[src/rtl/serreg_pkg.sv]
package serreg_pkg;
    localparam int FRAME_W    = 16;
    localparam int ADDR_W     = 2;
    localparam int DATA_W     = FRAME_W - ADDR_W;
    localparam int RES_W      = 12;
    localparam int CAL_N      = 10;
    localparam int RDSEL_LSB  = 6;
    localparam int CALSEL_LSB = 0;

    typedef enum logic [1:0] {
        ADR_NONE = 2'b00,
        ADR_TEST = 2'b01,
        ADR_CAL  = 2'b10,
        ADR_CTRL = 2'b11
    } wr_addr_e;

    typedef enum logic [1:0] {
        RD_RESULT = 2'b00,
        RD_TEST   = 2'b01,
        RD_CAL    = 2'b10,
        RD_STATUS = 2'b11
    } rd_sel_e;
endpackage

[src/rtl/serreg_sync.sv]
module serreg_sync #(
    parameter int W      = 1,
    parameter int STAGES = 2
) (
    input  logic         clk,
    input  logic         rst_n,
    input  logic [W-1:0] rst_val,
    input  logic [W-1:0] d,
    output logic [W-1:0] q
);
    logic [W-1:0] chain_d [STAGES];
    logic [W-1:0] chain_q [STAGES];

    always_comb begin
        chain_d[0] = d;
        for (int i = 1; i < STAGES; i++) begin
            chain_d[i] = chain_q[i-1];
        end
    end

    always_ff @(posedge clk or negedge rst_n) begin
        if (!rst_n) begin
            for (int i = 0; i < STAGES; i++) chain_q[i] <= rst_val;
        end else begin
            for (int i = 0; i < STAGES; i++) chain_q[i] <= chain_d[i];
        end
    end

    assign q = chain_q[STAGES-1];
endmodule

[src/rtl/serreg_shifter.sv]
module serreg_shifter #(
    parameter int FRAME_W = 16,
    localparam int CNT_W  = $clog2(FRAME_W + 1)
) (
    input  logic               clk,
    input  logic               rst_n,
    input  logic               sclk,
    input  logic               sync_n,
    input  logic               sdi,
    input  logic [FRAME_W-1:0] tx_word,
    output logic               load,
    output logic               commit,
    output logic [FRAME_W-1:0] word,
    output logic [CNT_W-1:0]   cnt,
    output logic               sdo
);
    typedef struct packed {
        logic               sclk_prev;
        logic               sync_prev;
        logic [CNT_W-1:0]   cnt;
        logic [FRAME_W-1:0] rx;
        logic [FRAME_W-1:0] tx;
        logic               load;
        logic               commit;
    } shift_t;

    shift_t st_d, st_q;

    always_comb begin
        st_d           = st_q;
        st_d.load      = 1'b0;
        st_d.commit    = 1'b0;
        st_d.sclk_prev = sclk;
        st_d.sync_prev = sync_n;
        if (sync_n) begin
            if (!st_q.sync_prev) begin
                st_d.tx  = '0;
                st_d.cnt = '0;
            end
        end else if (st_q.sync_prev) begin
            st_d.tx   = tx_word;
            st_d.cnt  = '0;
            st_d.load = 1'b1;
        end else begin
            if (sclk && !st_q.sclk_prev && (st_q.cnt < CNT_W'(FRAME_W))) begin
                st_d.rx  = {st_q.rx[FRAME_W-2:0], sdi};
                st_d.cnt = st_q.cnt + 1'b1;
                if (st_q.cnt == CNT_W'(FRAME_W - 1)) st_d.commit = 1'b1;
            end
            if (!sclk && st_q.sclk_prev) begin
                st_d.tx = {st_q.tx[FRAME_W-2:0], 1'b0};
            end
        end
    end

    always_ff @(posedge clk or negedge rst_n) begin
        if (!rst_n) begin
            st_q           <= '0;
            st_q.sync_prev <= 1'b1;
        end else begin
            st_q <= st_d;
        end
    end

    assign load   = st_q.load;
    assign commit = st_q.commit;
    assign word   = st_q.rx;
    assign cnt    = st_q.cnt;
    assign sdo    = st_q.tx[FRAME_W-1];
endmodule

[src/rtl/serreg_regfile.sv]
module serreg_regfile
    import serreg_pkg::*;
#(
    parameter int FRAME_W = serreg_pkg::FRAME_W,
    parameter int RES_W   = serreg_pkg::RES_W,
    parameter int CAL_N   = serreg_pkg::CAL_N,
    localparam int DATA_W = FRAME_W - ADDR_W,
    localparam int PTR_W  = $clog2(CAL_N)
) (
    input  logic                    clk,
    input  logic                    rst_n,
    input  logic                    load,
    input  logic                    commit,
    input  logic [FRAME_W-1:0]      word,
    input  logic [RES_W-1:0]        result_i,
    input  logic                    result_vld_i,
    input  logic [DATA_W-1:0]       status_i,
    output logic [FRAME_W-1:0]      tx_word,
    output logic [DATA_W-1:0]       ctrl_o,
    output logic [DATA_W-1:0]       test_o,
    output logic [CAL_N*DATA_W-1:0] cal_o,
    output logic [PTR_W-1:0]        ptr_o
);
    typedef struct packed {
        logic [DATA_W-1:0]             ctrl;
        logic [DATA_W-1:0]             test;
        logic [CAL_N-1:0][DATA_W-1:0]  cal;
        logic [RES_W-1:0]              result;
        logic [DATA_W-1:0]             status;
        logic [PTR_W-1:0]              ptr;
        logic                          frame_cal;
    } regs_t;

    regs_t rg_d, rg_q;

    wr_addr_e          addr;
    logic [DATA_W-1:0] data;
    rd_sel_e           rd_sel;
    logic [1:0]        cal_sel;

    function automatic logic [PTR_W-1:0] grp_start(input logic [1:0] sel);
        return (sel == 2'b10) ? PTR_W'(1) : PTR_W'(0);
    endfunction

    function automatic logic [PTR_W-1:0] grp_next(input logic [PTR_W-1:0] p,
                                                  input logic [1:0] sel);
        logic [PTR_W-1:0] nx;
        case (sel)
            2'b00:   nx = (p == PTR_W'(CAL_N - 1)) ? '0 : p + 1'b1;
            2'b01:   nx = (p == PTR_W'(0)) ? PTR_W'(1) : PTR_W'(0);
            2'b10:   nx = PTR_W'(1);
            default: nx = PTR_W'(0);
        endcase
        return nx;
    endfunction

    assign addr    = wr_addr_e'(word[FRAME_W-1 -: ADDR_W]);
    assign data    = word[DATA_W-1:0];
    assign rd_sel  = rd_sel_e'(rg_q.ctrl[RDSEL_LSB +: 2]);
    assign cal_sel = rg_q.ctrl[CALSEL_LSB +: 2];

    always_comb begin
        rg_d        = rg_q;
        rg_d.status = status_i;
        if (result_vld_i) rg_d.result = result_i;
        if (load) rg_d.frame_cal = (rd_sel == RD_CAL);
        if (commit) begin
            case (addr)
                ADR_TEST: rg_d.test = data;
                ADR_CAL:  rg_d.cal[rg_q.ptr] = data;
                ADR_CTRL: rg_d.ctrl = data;
                default:  ;
            endcase
            if (addr == ADR_CTRL) begin
                rg_d.ptr = grp_start(data[CALSEL_LSB +: 2]);
            end else if (addr == ADR_CAL || rg_q.frame_cal) begin
                rg_d.ptr = grp_next(rg_q.ptr, cal_sel);
            end
        end
    end

    always_ff @(posedge clk or negedge rst_n) begin
        if (!rst_n) rg_q <= '0;
        else        rg_q <= rg_d;
    end

    always_comb begin
        case (rd_sel)
            RD_RESULT: tx_word = {{(FRAME_W - RES_W){1'b0}}, rg_q.result};
            RD_TEST:   tx_word = {{ADDR_W{1'b0}}, rg_q.test};
            RD_CAL:    tx_word = {{ADDR_W{1'b0}}, rg_q.cal[rg_q.ptr]};
            default:   tx_word = {{ADDR_W{1'b0}}, rg_q.status};
        endcase
    end

    assign ctrl_o = rg_q.ctrl;
    assign test_o = rg_q.test;
    assign cal_o  = rg_q.cal;
    assign ptr_o  = rg_q.ptr;
endmodule

[src/rtl/serreg_port.sv]
module serreg_port
    import serreg_pkg::*;
#(
    parameter int FRAME_W     = serreg_pkg::FRAME_W,
    parameter int RES_W       = serreg_pkg::RES_W,
    parameter int CAL_N       = serreg_pkg::CAL_N,
    parameter int SYNC_STAGES = 2,
    localparam int DATA_W     = FRAME_W - ADDR_W,
    localparam int CNT_W      = $clog2(FRAME_W + 1),
    localparam int PTR_W      = $clog2(CAL_N)
) (
    input  logic                    clk,
    input  logic                    rst_n,
    input  logic                    sclk_i,
    input  logic                    sync_n_i,
    input  logic                    sdi_i,
    output logic                    sdo_o,
    input  logic [RES_W-1:0]        result_i,
    input  logic                    result_vld_i,
    input  logic [DATA_W-1:0]       status_i,
    output logic [DATA_W-1:0]       ctrl_o,
    output logic [DATA_W-1:0]       test_o,
    output logic [CAL_N*DATA_W-1:0] cal_o
);
    logic [2:0]         pins_s;
    logic               sclk_s, sync_n_s, sdi_s;
    logic               sh_load, sh_commit;
    logic [FRAME_W-1:0] sh_word, rf_tx_word;
    logic [CNT_W-1:0]   sh_cnt;
    logic [PTR_W-1:0]   cal_ptr;

    serreg_sync #(.W(3), .STAGES(SYNC_STAGES)) u_sync (
        .clk     (clk),
        .rst_n   (rst_n),
        .rst_val (3'b010),
        .d       ({sclk_i, sync_n_i, sdi_i}),
        .q       (pins_s)
    );

    assign {sclk_s, sync_n_s, sdi_s} = pins_s;

    serreg_shifter #(.FRAME_W(FRAME_W)) u_shift (
        .clk     (clk),
        .rst_n   (rst_n),
        .sclk    (sclk_s),
        .sync_n  (sync_n_s),
        .sdi     (sdi_s),
        .tx_word (rf_tx_word),
        .load    (sh_load),
        .commit  (sh_commit),
        .word    (sh_word),
        .cnt     (sh_cnt),
        .sdo     (sdo_o)
    );

    serreg_regfile #(.FRAME_W(FRAME_W), .RES_W(RES_W), .CAL_N(CAL_N)) u_regs (
        .clk          (clk),
        .rst_n        (rst_n),
        .load         (sh_load),
        .commit       (sh_commit),
        .word         (sh_word),
        .result_i     (result_i),
        .result_vld_i (result_vld_i),
        .status_i     (status_i),
        .tx_word      (rf_tx_word),
        .ctrl_o       (ctrl_o),
        .test_o       (test_o),
        .cal_o        (cal_o),
        .ptr_o        (cal_ptr)
    );
endmodule

[config.mk]
export PLATFORM = sky130hd
export DESIGN_NAME = serreg_port
export DESIGN_NICKNAME = d
export VERILOG_FILES = /design/src/rtl/serreg_pkg.sv /design/src/rtl/serreg_sync.sv /design/src/rtl/serreg_shifter.sv /design/src/rtl/serreg_regfile.sv /design/src/rtl/serreg_port.sv
export SDC_FILE = /design/constraint.sdc
export NUM_CORES = 1
export LEC_CHECK = 0
export ABC_AREA = 1
export CORE_MARGIN = 2
export CORE_UTILIZATION = 40
export CTS_CLUSTER_DIAMETER = 40
export DETAILED_ROUTE_END_ITERATION = 7
export DONT_BUFFER_PORTS = 1
export HOLD_SLACK_MARGIN = 0.02
export SLEW_MARGIN = 20
export SYNTH_ARGS = -nofsm -noshare
export SYNTH_HDL_FRONTEND = slang
export SYNTH_SLANG_ARGS = --single-unit
export TNS_END_PERCENT = 1
[constraint.sdc]
create_clock -name clk -period 2.84 [get_ports clk]
set_input_delay 0.284 -clock clk [delete_from_list [all_inputs] [get_ports clk]]
set_output_delay 0.284 -clock clk [all_outputs]
set_load 0.03 [all_outputs]
==> results of run 1 <==
==> metrics by stage <==
step | hold WS [ns] | setup slack [ns] | area [um^2] | util, %
after floorplan | -0.01159 | 1.129 | 12030 | -
after global placement | -0.004670 | 0.6710 | 11040 | 37.25
after detailed placement | -0.004735 | 0.5670 | 11040 | 37.25
after CTS | -0.5434 | 0.5238 | 12730 | 42.96
after global routing | -0.5451 | 0.1712 | 12730 | 42.96
final | -0.5317 | 0.5018 | 12730 | 42.96
==> kinds of logic after synthesis <==
kind of cell,after synthesis
compound gates,266
fa+ha+maj,2
buf+inv,311
flops,246
simple gates,678
==> cell usage after synthesis (2+ instances only) <==
master	n
inv_2	3
nor3_4	2
dfstp_2	3
nor2_2	3
buf_1	4
o21a_1	12
nand4_1	2
nand2_1	532
o21ai_0	141
inv_1	65
a21oi_1	48
o21ai_1	58
clkbuf_1	51
o22ai_1	3
dfrtp_1	243
buf_2	19
nand3_1	24
nand2_2	4
ha_1	2
nor2_1	106
buf_4	168
==> path summary, 6_finish.rpt <==
kind | start | cells after the start | slack [ns] | endpoint
worst max-delay path | u_regs.ptr_o[1] | 5 | 0.50 | u_regs.cal_o[131]
worst min-delay path | rst_n | 0 | -0.53 | u_regs.cal_o[81]
worst max register to register | u_regs.ptr_o[1] | 5 | 0.50 | u_regs.cal_o[131]
worst min register to register | u_sync.chain_d[2] | 0 | 0.35 | u_sync.q[2]
max in group asynchronous | rst_n | 0 | 2.86 | u_sync.q[2]
min in group clk | sync_n_i | 1 | 0.33 | u_sync.chain_d[1]
==> final cells by class <==
cell class,instances,area share (%)
Clock inverter,20,2.063
Multi-Input combinational cell,946,31.78
Clock buffer,50,8.873
Inverter,68,2.005
Tap cell,390,3.832
Timing Repair Buffer,42,3.066
Sequential cell,246,48.38
==> routing by layer <==
metal | GRT usage (%) | vias up | wire [um]
met2 | 34.88 | 360 | 15900
met3 | 7.626 | 54 | 3817
met4 | 5.362 | 0 | 708
li1 | - | 4275 | -
met5 | 0 | - | 0
met1 | 30.86 | 4252 | 15100
==> power groups by stage <==
stage	sequential (uW)	combinational (uW)	clock, uW
final	3630	332	5000
after global routing	3640	363	5240
after CTS	3630	333	5070
after detailed placement	3690	291	0
after global placement	3690	287	0
after floorplan	3680	177	0
==> registers in the layout (all words and copies together), names as in the netlist, 3 cells and up <==
name / cells
u_shift.cnt: 5
u_shift.word: 16
u_regs.ptr_o: 4
u_regs.cal_o: 140
u_regs.test_o: 14
u_shift.st_q: 17
u_sync.q: 3
u_regs.rg_q: 27
u_sync.chain_d: 3
u_regs.ctrl_o: 14
==> critical path, stage by stage, from the launching register on <==
cell and delay (ns):
dfrtp_1 0.55, nor2_2 0.32, nand2_1 0.34, inv_1 0.20, nand2_1 0.46, o21ai_0 0.36
==> what timing repair did <==
| item | in CTS | in global routing |
|---|---|---|
| endpoints found under the hold margin | 275 | 246 |
| endpoints found under the setup margin | 0 | 0 |
| resized for setup | 0 | 0 |
==> impl_metrics.ini, run 1 <==
[synth]
ys_seq_area_share_pct = 51.21
synth-compound-area-share_pct = 11.45
yosys.area_share.adder_pct = 0.2080
synthXorXnorAreaFrac_pct = 0
syn_avg_cell_area_um2 = 8.003
synthDistinctLibCells = 31
synth-main-ff-cell = dfrtp_1
syn-cell-area_um2 = 12030
synth_fp_nets = 1537
synthCells = 1503
synth-simple-area-share_pct = 21.98
synth_top_family_by_area = simple AND/OR/NAND/NOR gates
synth.mux.area_fraction_pct = 0
synth_area_leader_cell = dfrtp_1
ys_seq_elements = 246
synth_top_area_share_pct = 50.55
synthTopCellsByArea = dfrtp_1 (51%), nand2_1 (17%), buf_4 (10%), o21ai_0 (5.9%), nor2_1 (3.3%)
synth_edf_count = 0
async_flop_share_pct = 100.0
yosys_warnings = 0

[worst_setup_path]
cp.arrival_ns = 2.75
required_ns = 3.25
crit_type = reg -> reg
cp-start-kind = flop
critPathMaxFanout = 28
crit_path_end_kind = flop

[placement]
place_congestion = 0.8856
hpwl_um = 23860
io_buffers = 0
dp_cells = 1662

[detailed_routing]
drt-total-wl_um = 35520
first_pass_iters = 5
vias = 8941
post_drt_wl_per_cell_um = 20.16
antenna_left = 0
drc = 0
vias_per_cell = 5.074
drt_iter0_drc = 882

[sta]
setup_tns_ns = 0
hold_ws_ns = -0.5317
fmax_mhz = 427.7
skew_ns = 0.01833
max_slew.worst_pin.slew_ns = 1.010
slew_headroom_pct = 32.50
finalHoldViolations = 246
finalSetupViolCount = 0
slew_violations = 0
min_period_over_period_pct = 82.33
min_period_ns = 2.338
rsz0062_at_grt = false

[finish]
area.growth.synth_to_final_pct = 5.856
stdcell_count = 1762
final_common_cell = nand2_1
fillers = 3043
drive_gt1_share_pct = 7.216
multiInputGateArea_um2 = 4046
layout.nets = 1376
mostFrequentLayoutCells = nand2_1 (532), dfrtp_1 (242), o21ai_0 (141), nor2_1 (106), inv_1 (65)
seq_area_um2 = 6161
num_antenna_cells = 0

[global_route]
antenna_found_initial = 1
grt_pass1_vias = 8548
grt_pass1_wl_um = 53490
grt_max_degree = 247
track_usage_pct = 22.66
overflow = 0

[die]
die_x_um = 177.4
io_pins = 201
core_um2 = 29640
initial_utilization_pct = 40.59
rows = 63
die-area_um2 = 31480
die_y_um = 177.4

[clocking]
cts_hold_buf = 30
htree_levels = 2
clock-sinks = 246
cts-root-buf = clkbuf_16
cts_buffers = 38
clkTransAtPathRegs_ns = 0.05
cts_post_setup_buffers_inserted = 0
clk_latency_ns = 0.52
cts_tree = yes
clockBufferDepth = 3

[status]
violations = negative hold slack
status = complete, but fails checks

[pwr]
ir_worst_vdd_uv = 400.0
power_uw = 8968
switchingPower_uw = 2009
combPwrFrac_pct = 3.7
powerDensity_nw_per_um2 = 704.3
p_clk_share_pct = 55.8
p_int_uw = 6959
netSwitchingFraction_pct = 22.40
p_leak_uw = 0.005960
seqPwrFrac_pct = 40.5

[run]
max_cap_viol_count = 0

[worst_hold_path]
hold_class = in -> async
Note: power is estimated with default switching activity, not from simulation.
==> inputs of run 2 (changes only) <==
==> constraint.sdc (replaced) <==
create_clock -name clk -period 2.1 [get_ports clk]
set_input_delay 0.21 -clock clk [delete_from_list [all_inputs] [get_ports clk]]
set_output_delay 0.21 -clock clk [all_outputs]
set_load 0.03 [all_outputs]
==> run 2 against run 1 <==
  * The run still ends with negative hold slack left
  * Die area did not move
  * Clock skew fell by 0.0034 ns
  * Maximum frequency rose by 24%
  * Total power rose by 36%
  * Sequential share of layout area fell by 0.76 points
  * Hold slack got worse by 0.068 ns
  * Final cell count rose by 1.4%
  * Sequential power rose by 35%
  * Global-route usage rose by 0.44 points
  * Combinational power rose by 43%
  * Non-clock buffer count rose by 24
==> impl_metrics.ini, run 2 (synthesized netlist as in run 1, its figures left out) <==
[detailed_routing]
vias_per_cell = 5.040
antenna_left = 0
drt-total-wl_um = 36040
post_drt_wl_per_cell_um = 20.18
vias = 9001
first_pass_iters = 5
drt_iter0_drc = 761
drc = 0

[clocking]
clkTransAtPathRegs_ns = 0.05
cts-root-buf = clkbuf_16
cts_hold_buf = 30
clk_latency_ns = 0.52
clockBufferDepth = 3
cts_tree = yes
cts_buffers = 39
clock-sinks = 246
cts_post_setup_buffers_inserted = 0
htree_levels = 2

[sta]
finalHoldViolations = 246
fmax_mhz = 530.8
hold_ws_ns = -0.5996
fin_ws_ns = 0.2159
max_slew.worst_pin.slew_ns = 0.8271
finalSetupViolCount = 0
skew_ns = 0.01498
min_period_over_period_pct = 89.72
min_period_ns = 1.884
setup_tns_ns = 0
slew_violations = 0
rsz0062_at_grt = false
slew_headroom_pct = 44.80

[finish]
final_area_um2 = 12940
num_antenna_cells = 0
mostFrequentLayoutCells = nand2_1 (532), dfrtp_1 (242), o21ai_0 (141), nor2_1 (106), inv_1 (65)
postLayoutCoreUtil_pct = 43.65
drive_gt1_share_pct = 8.668
layout.nets = 1401
area.growth.synth_to_final_pct = 7.551
largest_reg_flops = 140
final_common_cell = nand2_1

[global_route]
antenna_found_initial = 1
track_usage_pct = 23.10
grt_pass1_vias = 8733
grt_max_degree = 247
overflow = 0
grt_pass1_wl_um = 54590

[worst_setup_path]
critPathMaxFanout = 44
cp-start-kind = flop
crit_path_end_kind = flop
required_ns = 2.55
crit_type = reg -> reg
cp.arrival_ns = 2.33

[die]
die_x_um = 177.4
io_pins = 201
initial_utilization_pct = 40.59
die-area_um2 = 31480
core_um2 = 29640
rows = 63
die_y_um = 177.4

[placement]
pre_cts_slack_ns = 0.1887
place_area_um2 = 11250
io_buffers = 0
hpwl_um = 24770
place_congestion = 0.9155

[worst_hold_path]
hold_class = in -> async

[pwr]
powerDensity_nw_per_um2 = 941.4
power_uw = 12180
p_leak_uw = 0.006087
ir_worst_vdd_uv = 511.9

[status]
violations = negative hold slack
status = complete, but fails checks

[run]
max_cap_viol_count = 0
## run 2: changes by cell type in the layout (fill, tap and decap cells not counted), sizes merged
cell | before | now
inv | 72 | 76
clkbuf | 50 | 48
buf | 12 | 36
bufinv | 5 | 6
clkinvlp | 6 | 3
## run 2: metal layers
metal  vias up  routed length, um  GRT usage [%]
met1      4292              15650          32.17
met3        55               3542          7.626
li1       4319                  -              -
met5         -                  0              0
met4         0                919          6.899
met2       335              15920          34.14
## run 2: path summary, 6_finish.rpt
check | start | end | slack, ns | depth (start not counted)
min reg2reg | u_sync.chain_d[2] | u_sync.q[2] | 0.35 | 0
max in group asynchronous | rst_n | u_regs.ptr_o[0] | 2.29 | 0
min in group clk | sdi_i | u_sync.chain_d[0] | 0.25 | 1
max | u_regs.ptr_o[0] | u_shift.st_q[11] | 0.22 | 12
max reg2reg | u_regs.ptr_o[0] | u_shift.st_q[11] | 0.22 | 12
min | rst_n | u_regs.cal_o[81] | -0.60 | 0
## run 2: cell type report
class / instances / area [um^2]
Clock inverter: 22 / 316.6
Tap cell: 390 / 488.0
Inverter: 68 / 255.2
Multi-Input combinational cell: 946 / 4046
Fill cell: 3011 / 16700
Sequential cell: 246 / 6161
Timing Repair Buffer: 66 / 599.3
Clock buffer: 48 / 1071
## run 2: per-stage QoR
| step | hold WS, ns | cells |
|---|---|---|
| after global routing | -0.6225 | 1786 |
| after CTS | -0.6140 | 1786 |
| after detailed placement | -0.07592 | 1686 |
| after global placement | -0.07581 | 1686 |
| final | -0.5996 | 1786 |
| after floorplan | -0.08559 | 1503 |
## run 2: timing repair
item	CTS	global route
endpoints found under the hold margin	275	246
setup endpoints to repair	0	1
resized for setup	0	1
## run 2: where the power goes
part	switching [uW]	leakage, uW	internal (uW)
logic	337	0.00209	139
registers	54.4	0.00333	4860
clock network	2370	0.000671	4410
total	2770	0.00609	9410
## run 2: critical path: stages, from the launching register on
cell     delay [ns]
dfrtp_2        0.42
inv_2          0.19
buf_12         0.27
nand2_1        0.08
nand2_1        0.11
nand2_1        0.11
nand2_1        0.10
nand2_1        0.06
nand3_1        0.14
nand2_1        0.08
nand2_1        0.06
nand2_1        0.05
a21oi_1        0.12
